### src/rtl/sram_sched_pkg.sv
// Shared constants and types for the SRAM command scheduler.
// Assumes: gap lengths fit in NOP_W bits.
package sram_sched_pkg;
    localparam int NOP_W = 2;
    localparam logic [NOP_W-1:0] GAP_BASE = 2'd2;
    localparam logic [NOP_W-1:0] GAP_EXT  = 2'd3;

    typedef enum logic [1:0] {
        LAST_NONE  = 2'd0,
        LAST_READ  = 2'd1,
        LAST_WRITE = 2'd2
    } last_cmd_e;

    // Gap length required by the current configuration.
    function automatic logic [NOP_W-1:0] gap_need(input logic ext);
        return ext ? GAP_EXT : GAP_BASE;
    endfunction
endpackage

### src/rtl/turnaround_gate.sv
// Tracks the direction of the last issued command and the number of
// command-free cycles since it. Reports whether a write may issue now.
// Assumes: issue is the accept strobe of the top, one per cycle at most.
module turnaround_gate
    import sram_sched_pkg::*;
(
    input  logic clk,
    input  logic rst_n,
    input  logic cfg_gap3,
    input  logic issue,
    input  logic issue_write,
    output logic write_ok
);
    last_cmd_e        last_q;
    logic [NOP_W-1:0] idle_q;

    // Record direction of each issued command; count idle cycles, saturating.
    always_ff @(posedge clk) begin
        if (!rst_n) begin
            last_q <= LAST_NONE;
            idle_q <= '0;
        end else if (issue) begin
            last_q <= issue_write ? LAST_WRITE : LAST_READ;
            idle_q <= '0;
        end else if (idle_q != {NOP_W{1'b1}}) begin
            idle_q <= idle_q + 1'b1;
        end
    end

    // A write waits only while a read is too recent.
    always_comb begin
        write_ok = (last_q != LAST_READ) || (idle_q >= gap_need(cfg_gap3));
    end

    logic rd_issue, wr_issue;
    assign rd_issue = issue && !issue_write;
    assign wr_issue = issue && issue_write;

    // no write in either of the two cycles after a read
    a_r4_gap_first: assert property (@(posedge clk) disable iff (!rst_n)
        rd_issue |=> !wr_issue);
    a_r4_gap_second: assert property (@(posedge clk) disable iff (!rst_n)
        rd_issue |=> ##1 !wr_issue);
    // extended gap keeps the third cycle free as well
    a_r5_gap_third: assert property (@(posedge clk) disable iff (!rst_n)
        rd_issue |=> ##2 !(wr_issue && cfg_gap3));
endmodule

### src/rtl/bank_decode.sv
// Registers the per-bank load strobes: one strobe for the bank named by
// the bank field of an issued command, none on idle cycles.
// Assumes: BANK_BITS >= 1.
module bank_decode #(
    parameter int BANK_BITS = 1,
    localparam int NUM_BANKS = 1 << BANK_BITS
) (
    input  logic                 clk,
    input  logic                 rst_n,
    input  logic                 issue,
    input  logic [BANK_BITS-1:0] bank,
    output logic [NUM_BANKS-1:0] ld_q
);
    for (genvar g = 0; g < NUM_BANKS; g++) begin : g_bank
        // Raise this bank's strobe for one cycle when addressed.
        always_ff @(posedge clk) begin
            if (!rst_n) ld_q[g] <= 1'b0;
            else        ld_q[g] <= issue && (bank == BANK_BITS'(g));
        end
    end

    // exactly the addressed strobe follows an issue
    a_r2_one_strobe: assert property (@(posedge clk) disable iff (!rst_n)
        issue |=> ($countones(ld_q) == 1) && ld_q[$past(bank)]);
    // no strobe after an idle cycle
    a_r3_idle_quiet: assert property (@(posedge clk) disable iff (!rst_n)
        !issue |=> (ld_q == '0));
endmodule

### src/rtl/tag_queue.sv
// In-order queue of tags for reads that await data. A pop request on an
// empty queue is dropped.
// Assumes: push is never raised while full (the top gates it).
module tag_queue #(
    parameter int TAG_W = 4,
    parameter int DEPTH = 4,
    localparam int PTR_W = (DEPTH > 1) ? $clog2(DEPTH) : 1,
    localparam int CNT_W = $clog2(DEPTH + 1)
) (
    input  logic             clk,
    input  logic             rst_n,
    input  logic             push,
    input  logic [TAG_W-1:0] push_tag,
    input  logic             pop_req,
    output logic             pop,
    output logic [TAG_W-1:0] head_tag,
    output logic             full
);
    logic [TAG_W-1:0] slot_q [DEPTH];
    logic [PTR_W-1:0] wr_ptr_q, rd_ptr_q;
    logic [CNT_W-1:0] cnt_q;
    logic             empty;

    assign empty    = (cnt_q == '0);
    assign full     = (cnt_q == CNT_W'(DEPTH));
    assign pop      = pop_req && !empty;
    assign head_tag = slot_q[rd_ptr_q];

    // Store the tag of each pushed read.
    always_ff @(posedge clk) begin
        if (push) slot_q[wr_ptr_q] <= push_tag;
    end

    // Advance pointers with explicit wrap and keep the occupancy count.
    always_ff @(posedge clk) begin
        if (!rst_n) begin
            wr_ptr_q <= '0;
            rd_ptr_q <= '0;
            cnt_q    <= '0;
        end else begin
            if (push)
                wr_ptr_q <= (wr_ptr_q == PTR_W'(DEPTH - 1)) ? '0 : wr_ptr_q + 1'b1;
            if (pop)
                rd_ptr_q <= (rd_ptr_q == PTR_W'(DEPTH - 1)) ? '0 : rd_ptr_q + 1'b1;
            if (push && !pop)      cnt_q <= cnt_q + 1'b1;
            else if (pop && !push) cnt_q <= cnt_q - 1'b1;
        end
    end

    // the top never pushes into a full queue
    a_r9_no_overflow: assert property (@(posedge clk) disable iff (!rst_n)
        push |-> !full);
    // occupancy stays within depth
    a_r9_count_bound: assert property (@(posedge clk) disable iff (!rst_n)
        cnt_q <= CNT_W'(DEPTH));
endmodule

### src/rtl/sram_cmd_sched.sv
// Host-side command issuer for a pipelined synchronous SRAM. Accepts
// requests on a valid/ready port and issues them one cycle later on the
// shared memory lines plus one per-bank load strobe. Keeps the read-to-
// write gap and returns read data with the oldest outstanding tag.
// Assumes: mem_rvalid is already aligned to mem_rdata at this clock.
module sram_cmd_sched #(
    parameter int ADDR_W     = 12,
    parameter int BANK_BITS  = 1,
    parameter int DATA_W     = 16,
    parameter int BE_W       = 2,
    parameter int TAG_W      = 4,
    parameter int TAGQ_DEPTH = 4,
    localparam int NUM_BANKS = 1 << BANK_BITS,
    localparam int ROW_W     = ADDR_W - BANK_BITS
) (
    input  logic                 clk,
    input  logic                 rst_n,
    input  logic                 cfg_gap3,
    input  logic                 req_valid,
    output logic                 req_ready,
    input  logic                 req_write,
    input  logic [ADDR_W-1:0]    req_addr,
    input  logic [DATA_W-1:0]    req_wdata,
    input  logic [BE_W-1:0]      req_be,
    input  logic [TAG_W-1:0]     req_tag,
    output logic [NUM_BANKS-1:0] mem_ld,
    output logic                 mem_wr,
    output logic [ROW_W-1:0]     mem_addr,
    output logic [DATA_W-1:0]    mem_wdata,
    output logic [BE_W-1:0]      mem_be,
    input  logic                 mem_rvalid,
    input  logic [DATA_W-1:0]    mem_rdata,
    output logic                 rsp_valid,
    output logic [TAG_W-1:0]     rsp_tag,
    output logic [DATA_W-1:0]    rsp_data
);
    logic             write_ok;
    logic             q_full;
    logic             accept;
    logic             pop;
    logic [TAG_W-1:0] head_tag;

    // Ready depends on the offered direction: gap for writes, space for reads.
    always_comb begin
        req_ready = req_write ? write_ok : !q_full;
    end
    assign accept = req_valid && req_ready;

    turnaround_gate u_gate (
        .clk         (clk),
        .rst_n       (rst_n),
        .cfg_gap3    (cfg_gap3),
        .issue       (accept),
        .issue_write (req_write),
        .write_ok    (write_ok)
    );

    bank_decode #(.BANK_BITS(BANK_BITS)) u_bank (
        .clk   (clk),
        .rst_n (rst_n),
        .issue (accept),
        .bank  (req_addr[ADDR_W-1 -: BANK_BITS]),
        .ld_q  (mem_ld)
    );

    tag_queue #(.TAG_W(TAG_W), .DEPTH(TAGQ_DEPTH)) u_tags (
        .clk      (clk),
        .rst_n    (rst_n),
        .push     (accept && !req_write),
        .push_tag (req_tag),
        .pop_req  (mem_rvalid),
        .pop      (pop),
        .head_tag (head_tag),
        .full     (q_full)
    );

    // Load the shared lines on issue; hold them through idle cycles.
    always_ff @(posedge clk) begin
        if (!rst_n) begin
            mem_wr    <= 1'b0;
            mem_addr  <= '0;
            mem_wdata <= '0;
            mem_be    <= '0;
        end else if (accept) begin
            mem_wr    <= req_write;
            mem_addr  <= req_addr[ROW_W-1:0];
            mem_wdata <= req_wdata;
            mem_be    <= req_be;
        end
    end

    // Capture flagged read data together with the oldest waiting tag.
    always_ff @(posedge clk) begin
        if (!rst_n) begin
            rsp_valid <= 1'b0;
            rsp_tag   <= '0;
            rsp_data  <= '0;
        end else begin
            rsp_valid <= pop;
            if (pop) begin
                rsp_tag  <= head_tag;
                rsp_data <= mem_rdata;
            end
        end
    end

    // a response only follows a flagged beat
    a_r8_rsp_needs_flag: assert property (@(posedge clk) disable iff (!rst_n)
        rsp_valid |-> $past(mem_rvalid));
    // response data is the beat sampled with the flag
    a_r8_rsp_data: assert property (@(posedge clk) disable iff (!rst_n)
        rsp_valid |-> rsp_data == $past(mem_rdata));
    // shared lines hold when nothing was issued
    a_r3_hold_lines: assert property (@(posedge clk) disable iff (!rst_n)
        !accept |=> $stable(mem_addr) && $stable(mem_wr) && $stable(mem_wdata));
endmodule

### config.mk
export PLATFORM = sky130hd
export DESIGN_NAME = sram_cmd_sched
export DESIGN_NICKNAME = d
export VERILOG_FILES = /design/src/rtl/sram_sched_pkg.sv /design/src/rtl/turnaround_gate.sv /design/src/rtl/bank_decode.sv /design/src/rtl/tag_queue.sv /design/src/rtl/sram_cmd_sched.sv
export SDC_FILE = /design/constraint.sdc
export NUM_CORES = 1
export LEC_CHECK = 0
export ABC_AREA = 1
export CORE_MARGIN = 2
export CORE_UTILIZATION = 44
export DETAILED_ROUTE_END_ITERATION = 8
export PLACE_DENSITY = 0.82
export SLEW_MARGIN = 5
export SYNTH_ARGS = -nofsm -noshare
export SYNTH_HDL_FRONTEND = slang
export SYNTH_SLANG_ARGS = --single-unit
export TNS_END_PERCENT = 1
### constraint.sdc
create_clock -name clk -period 3 [get_ports clk]
set_clock_uncertainty 0.1 [all_clocks]
set_input_delay 0.9 -clock clk [delete_from_list [all_inputs] [get_ports clk]]
set_output_delay 0.9 -clock clk [all_outputs]
set_load 0.01 [all_outputs]
==> results of run 1 <==
==> kinds of logic after synthesis <==
group,share of synthesized area
AND/OR/NAND/NOR,0.2417
AO/OA/AOI/OAI,0.07768
adder cells (fa/ha/maj),0.03967
XOR/XNOR,0.002893
buffers and inverters,0.06281
flip-flops,0.5752
==> cell type report <==
class / count / area (um^2) / area share
timing repair buffer: 122 / 1177 / 0.2667
multi-input combinational: 228 / 1107 / 0.2509
clock inverter: 6 / 85.08 / 0.01927
tap: 80 / 100.1 / 0.02268
inverter: 20 / 75.07 / 0.01701
clock buffer: 10 / 127.6 / 0.02891
sequential: 79 / 1742 / 0.3946
==> metrics by stage <==
stage	util	std cells
2_1_floorplan	-	344
3_3_place_gp	0.6246	529
3_5_place_dp	0.6246	529
4_1_cts	0.6557	545
5_1_grt	0.6570	545
6_report	0.6570	545
==> how the worst max path moves through the flow <==
stage,to,slack (ns),depth (start not counted)
global route,u_tags.cnt_q[2]$_SDFFE_PN0P_,-0.00006,16
global placement,req_ready,-0.47,8
finish,req_ready,0.09,6
CTS,req_ready,0.06,6
detailed placement,req_ready,-0.46,8
floorplan,u_tags.cnt_q[2]$_SDFFE_PN0P_,0.16,14
==> report_power, final <==
group | internal [W] | switching (W) | total (W)
registers | 0.00127 | 0.000121 | 0.00139
logic | 0.000505 | 0.000496 | 0.00100
clock network | 0.000466 | 0.000370 | 0.000836
==> synthesized netlist by cell type (2+ instances only) <==
master    count  share of area
nand2_1      71          0.088
dfxtp_1      63           0.42
nor2_1       58          0.072
nand3_1      33          0.055
o21ai_0      33          0.055
inv_1        17          0.021
edfxtp_1     16           0.16
a21oi_1       9          0.015
ha_1          8          0.033
buf_2         5         0.0083
buf_4         4         0.0099
buf_6         4          0.015
o22ai_1       4         0.0083
clkbuf_1      3         0.0037
inv_2         3         0.0037
nor2_2        3         0.0062
nand2_2       2         0.0041
==> worst max-delay path: cells and delay by family <==
family | cells | cell delay [ns]
buf+inv | 3 | 0.72
simple gates | 3 | 0.30
==> layer usage <==
metal / GRT usage / vias to the layer above / part of all wire
met2: 0.3276 / 86 / 0.48
met3: 0.05972 / 12 / 0.071
li1: - / 1346 / -
met1: 0.2167 / 1233 / 0.42
met4: 0.08949 / 0 / 0.020
met5: 0 / - / 0
==> flip-flops by register name, indices dropped and copies added (netlist names) <==
signal,count
mem_addr,11
mem_be,2
mem_wdata,16
mem_wr,1
rsp_data,16
rsp_tag,4
rsp_valid,1
u_bank.ld_q,2
u_gate.idle_q,2
u_gate.last_q,1
u_tags.cnt_q,3
u_tags.rd_ptr_q,2
u_tags.slot_q,16
u_tags.wr_ptr_q,2
==> what timing repair did <==
action	CTS	global route
hold buffers	0	0
setup endpoints to repair	2	2
pin swaps	1	0
resized for setup	6	3
==> impl_metrics.env, run 1 <==
export IMPL_run_status="complete, no violations"
export IMPL_drt_iter0_drc=66
export IMPL_r2r_cells=16
export IMPL_final_cell_area_um2=4414
export IMPL_synth_ff_type="dfxtp_1"
export IMPL_worst_setup_path_end_kind="output port"
export IMPL_ys_warn_count=0
export IMPL_cp_slowest_cell="clkdlybuf4s50_1"
export IMPL_syn_nets=409
export IMPL_max_cap_viol_count=0
export IMPL_die_area_um2=7561
export IMPL_fillers=535
export IMPL_placed_area_um2=4197
export IMPL_drc_errors=0
export IMPL_whs_endpoint="u_gate.last_q[0]$_SDFFE_PN0N_"
export IMPL_antenna_found_initial=0
export IMPL_critPathKind="in2out"
export IMPL_max_stage_delay_ns=0.51
export IMPL_cp_required_ns=2.00
export IMPL_grt_max_degree=60
export IMPL_cp_arrival_ns=1.91
export IMPL_drt_total_wl_um=6936
export IMPL_ant_nets=0
export IMPL_fmax_mhz=343.5
export IMPL_io_buffers=109
export IMPL_rows=30
export IMPL_pin_count=110
export IMPL_routed_via_density=4.912
export IMPL_grt_usage=0.1914
export IMPL_ys_async_sr_fraction=0
export IMPL_synth_lib_cells_used_distinct=25
export IMPL_dpl_hpwl_um=4794
export IMPL_p_leak_nw=1.831
export IMPL_overflow=0
export IMPL_cts_buffers=9
export IMPL_die_x_um=86.96
export IMPL_cts_sinks=79
export IMPL_antennaDiodeCount=0
export IMPL_powerDensity_nw_per_um2=731.4
export IMPL_r2r_start="u_gate.idle_q[0]$_SDFFE_PP0P_"
export IMPL_grt_pass1_wl_um=11470
export IMPL_fin_setup_tns_ns=0
export IMPL_final_cell_mix="clkdlybuf4s50_1, nand2_1, dfxtp_1, nor2_1"
export IMPL_cts_buffer_depth=2
export IMPL_synth_cell_area_um2=3028
export IMPL_total_power_w=0.003229
export IMPL_fin_crit_sh=0.9705
export IMPL_slew_violations=0
export IMPL_hold_start="u_gate.last_q[0]$_SDFFE_PN0N_"
export IMPL_critPathLaunch="req_write"
export IMPL_path_cells="clkdlybuf4s50_1 -> inv_2 -> nor2_2 -> nand2_2 -> and2_1 -> buf_2"
export IMPL_clk_pin_slew_ns=0.07
export IMPL_yosysSeqAreaShare=0.5752
export IMPL_finalWorstSetupSlack_ns=0.08865
export IMPL_worstMarginPinSlew_ns=0.6388
export IMPL_hp_class="reg2reg"
export IMPL_path_max_fanout=3
export IMPL_core_um2=6719
export IMPL_drive_above_1_share=0.09677
export IMPL_die_y_um=86.96
export IMPL_post_route_min_period_ns=2.911
export IMPL_root_buffer="clkbuf_8"
export IMPL_timing_rr_end="u_tags.cnt_q[2]$_SDFFE_PN0P_"
export IMPL_avgSynthCellArea_um2=8.802
export IMPL_grt_pass1_vias=2664
export IMPL_drtPass1Iterations=4
export IMPL_vdd_drop_max_mv=0.4605
export IMPL_h_tree_depth=3
export IMPL_synth_seq_cells=79
export IMPL_synthToLayoutAreaGrowth_pct=45.79
export IMPL_wl_per_cell_um=12.73
export IMPL_worstSetupStartpointType="input pin"
export IMPL_finalSetupViolCount=0
export IMPL_synthCells=344
export IMPL_final_common_cell="clkdlybuf4s50_1"
export IMPL_cts_tree="done"
export IMPL_clkLatencyLatePin_ns=0.34
export IMPL_synth_edf_count=16
export IMPL_start_util=0.4507
export IMPL_vias=2677
export IMPL_hold_depth=2
export IMPL_nNetsFinal=525
export IMPL_rrSetupSlack_ns=0.50
export IMPL_dp_slack_ns=-0.4579
export IMPL_place_congestion=0.7346
export IMPL_post_cts_buffers=0
export IMPL_hold_ws_ns=0.3693
export IMPL_hold_viol=0
export IMPL_max_slew_margin_rel=0.5731
No activity file was read; power rests on OpenSTA's default activity.
==> run 2: changes to the inputs <==
CORE_MARGIN = default   (was 2)
CTS_CLUSTER_SIZE = 12   (was default)
SKIP_LAST_GASP = 1   (was default)
==> run 2 against run 1 <==
Net effect: the run now ends with DRC left; fmax fell by 1.3%; non-clock buffer count shrank 4; register-to-register slack better by 0.07 ns; sequential power hardly changed; via count fell by 2.9%; global-route usage is 0.43 points lower; power down 1.0%; sequential share of layout area rose by 0.26 points; design area down 0.65%; first-iteration DRC count is 100% higher; die area down 4.5%.
==> impl_metrics.env, run 2 (synthesis results as in run 1) <==
export IMPL_clkLatencyLatePin_ns=0.33
export IMPL_worstSetupStartpointType="input pin"
export IMPL_path_max_fanout=3
export IMPL_max_cap_viol_count=0
export IMPL_slew_violations=0
export IMPL_dp_cells=522
export IMPL_die_x_um=84.96
export IMPL_worstMarginPinSlew_ns=0.6269
export IMPL_drive_above_1_share=0.08460
export IMPL_cp_required_ns=2.00
export IMPL_placed_area_um2=4163
export IMPL_routed_via_density=4.833
export IMPL_dpl_hpwl_um=4587
export IMPL_ant_nets=0
export IMPL_final_cell_count_no_fill=538
export IMPL_core_um2=6495
export IMPL_overflow=0
export IMPL_synthToLayoutAreaGrowth_pct=44.83
export IMPL_vias=2600
export IMPL_rows=29
export IMPL_vdd_drop_max_mv=0.2844
export IMPL_power_switching_w=0.0009671
export IMPL_final_common_cell="clkdlybuf4s50_1"
export IMPL_wl_per_cell_um=12.06
export IMPL_p_leak_nw=1.824
export IMPL_fillers=534
export IMPL_max_stage_delay_ns=0.53
export IMPL_cts_tree="done"
export IMPL_worst_setup_path_end_kind="output port"
export IMPL_final_cell_area_um2=4385
export IMPL_cp_arrival_ns=1.95
export IMPL_grt_pass1_vias=2500
export IMPL_total_power_w=0.003195
export IMPL_p_int_w=0.002228
export IMPL_drc_errors=9
export IMPL_final_cell_mix="clkdlybuf4s50_1, nand2_1, dfxtp_1, nor2_1"
export IMPL_nNetsFinal=521
export IMPL_drt_total_wl_um=6487
export IMPL_finalSetupViolCount=0
export IMPL_grt_usage=0.1871
export IMPL_root_buffer="clkbuf_8"
export IMPL_seq_power_share=0.435
export IMPL_cts_buffer_depth=2
export IMPL_fmax_mhz=339.0
export IMPL_h_tree_depth=3
export IMPL_p_clk_frac=0.259
export IMPL_post_route_min_period_ns=2.950
export IMPL_cts_sinks=79
export IMPL_drtPass1Iterations=7
export IMPL_path_cells="clkdlybuf4s50_1 -> inv_2 -> nor2_1 -> nand2_2 -> and2_4 -> buf_6"
export IMPL_cts_buffers=9
export IMPL_antenna_found_initial=0
export IMPL_fin_crit_sh=0.9833
export IMPL_violations="DRC"
export IMPL_comb_power_share=0.306
export IMPL_start_util=0.4662
export IMPL_hold_viol=0
export IMPL_drt_iter0_drc=135
export IMPL_powerDensity_nw_per_um2=728.5
export IMPL_run_status="finished with violations"
export IMPL_die_y_um=84.96
export IMPL_place_congestion=0.7787
export IMPL_p_sw_frac=0.3027
export IMPL_io_buffers=109
export IMPL_clk_pin_slew_ns=0.08
export IMPL_grt_max_degree=60
export IMPL_cp_slowest_cell="clkdlybuf4s50_1"
export IMPL_max_slew_margin_rel=0.5811
export IMPL_grt_pass1_wl_um=10580
export IMPL_antennaDiodeCount=0
export IMPL_die_area_um2=7217
export IMPL_pin_count=110
export IMPL_rsz0062_at_grt="no"
export IMPL_critPathKind="in2out"
export IMPL_top_regs="mem_wdata (16), rsp_data (16), u_tags.slot_q (16)"
export IMPL_hp_class="reg2reg"
## run 2: changes by cell type in the layout (fill, tap and decap cells not counted), sizes merged
cell	change
bufinv	-1
clkbuf	+2
clkinvlp	-1
buf	-4
## run 2: worst paths after layout
check / start / end / slack, ns / cells after the start
worst min register to register: u_gate.last_q[0]$_SDFFE_PN0N_ / u_gate.last_q[0]$_SDFFE_PN0N_ / 0.37 / 2
worst max register to register: u_gate.idle_q[0]$_SDFFE_PP0P_ / u_tags.cnt_q[2]$_SDFFE_PN0P_ / 0.57 / 16
worst max-delay path: req_write / req_ready / 0.05 / 6
worst min-delay path: u_gate.last_q[0]$_SDFFE_PN0N_ / u_gate.last_q[0]$_SDFFE_PN0N_ / 0.37 / 2
## run 2: power by group through the flow
stage | Combinational [W] | Clock, W | Sequential, W
after floorplan | 0.000477 | 0 | 0.00146
after global placement | 0.000960 | 0 | 0.00140
after detailed placement | 0.000982 | 0 | 0.00141
after CTS | 0.000993 | 0.000843 | 0.00139
after global routing | 0.00110 | 0.000888 | 0.00141
final | 0.000978 | 0.000829 | 0.00139
## run 2: layout make-up
cell class | count | area, um^2 | area share
tap | 77 | 96.34 | 0.02197
clock inverter | 4 | 51.30 | 0.01170
sequential | 79 | 1742 | 0.3971
timing repair buffer | 118 | 1154 | 0.2631
multi-input combinational | 228 | 1101 | 0.2511
clock buffer | 12 | 166.4 | 0.03795
inverter | 20 | 75.07 | 0.01712
## run 2: routing by layer
layer  GRT usage  vias to the layer above  routed length (um)
met5           0                        -                   0
met4     0.09861                        0                 140
met3     0.05253                       13                 471
met2      0.3321                       85                3143
met1      0.2026                     1165                2733
li1            -                     1337                   -
## run 2: per-stage QoR
stage                 util  hold WS [ns]  worst slack [ns]  setup TNS (ns)
floorplan                -        0.3411            0.1604               0
global placement    0.6409        0.3496           -0.4702          -4.697
detailed placement  0.6409        0.3570           -0.4806          -5.560
CTS                 0.6748        0.3670           0.06917               0
global route        0.6752        0.3981           0.03367               0
finish              0.6752        0.3664           0.05001               0
## run 2: critical path: cells and delay by family
family                 cells  cell delay (ns)
AND/OR/NAND/NOR            3             0.33
buffers and inverters      3             0.71
## run 2: repair_timing
action	in CTS	in global routing
resized for setup	7	1
pin swaps	2	0
hold buffers	0	0
setup buffers	0	0
endpoints found under the hold margin	0	0
endpoints found under the setup margin	2	1
cloned	0	0
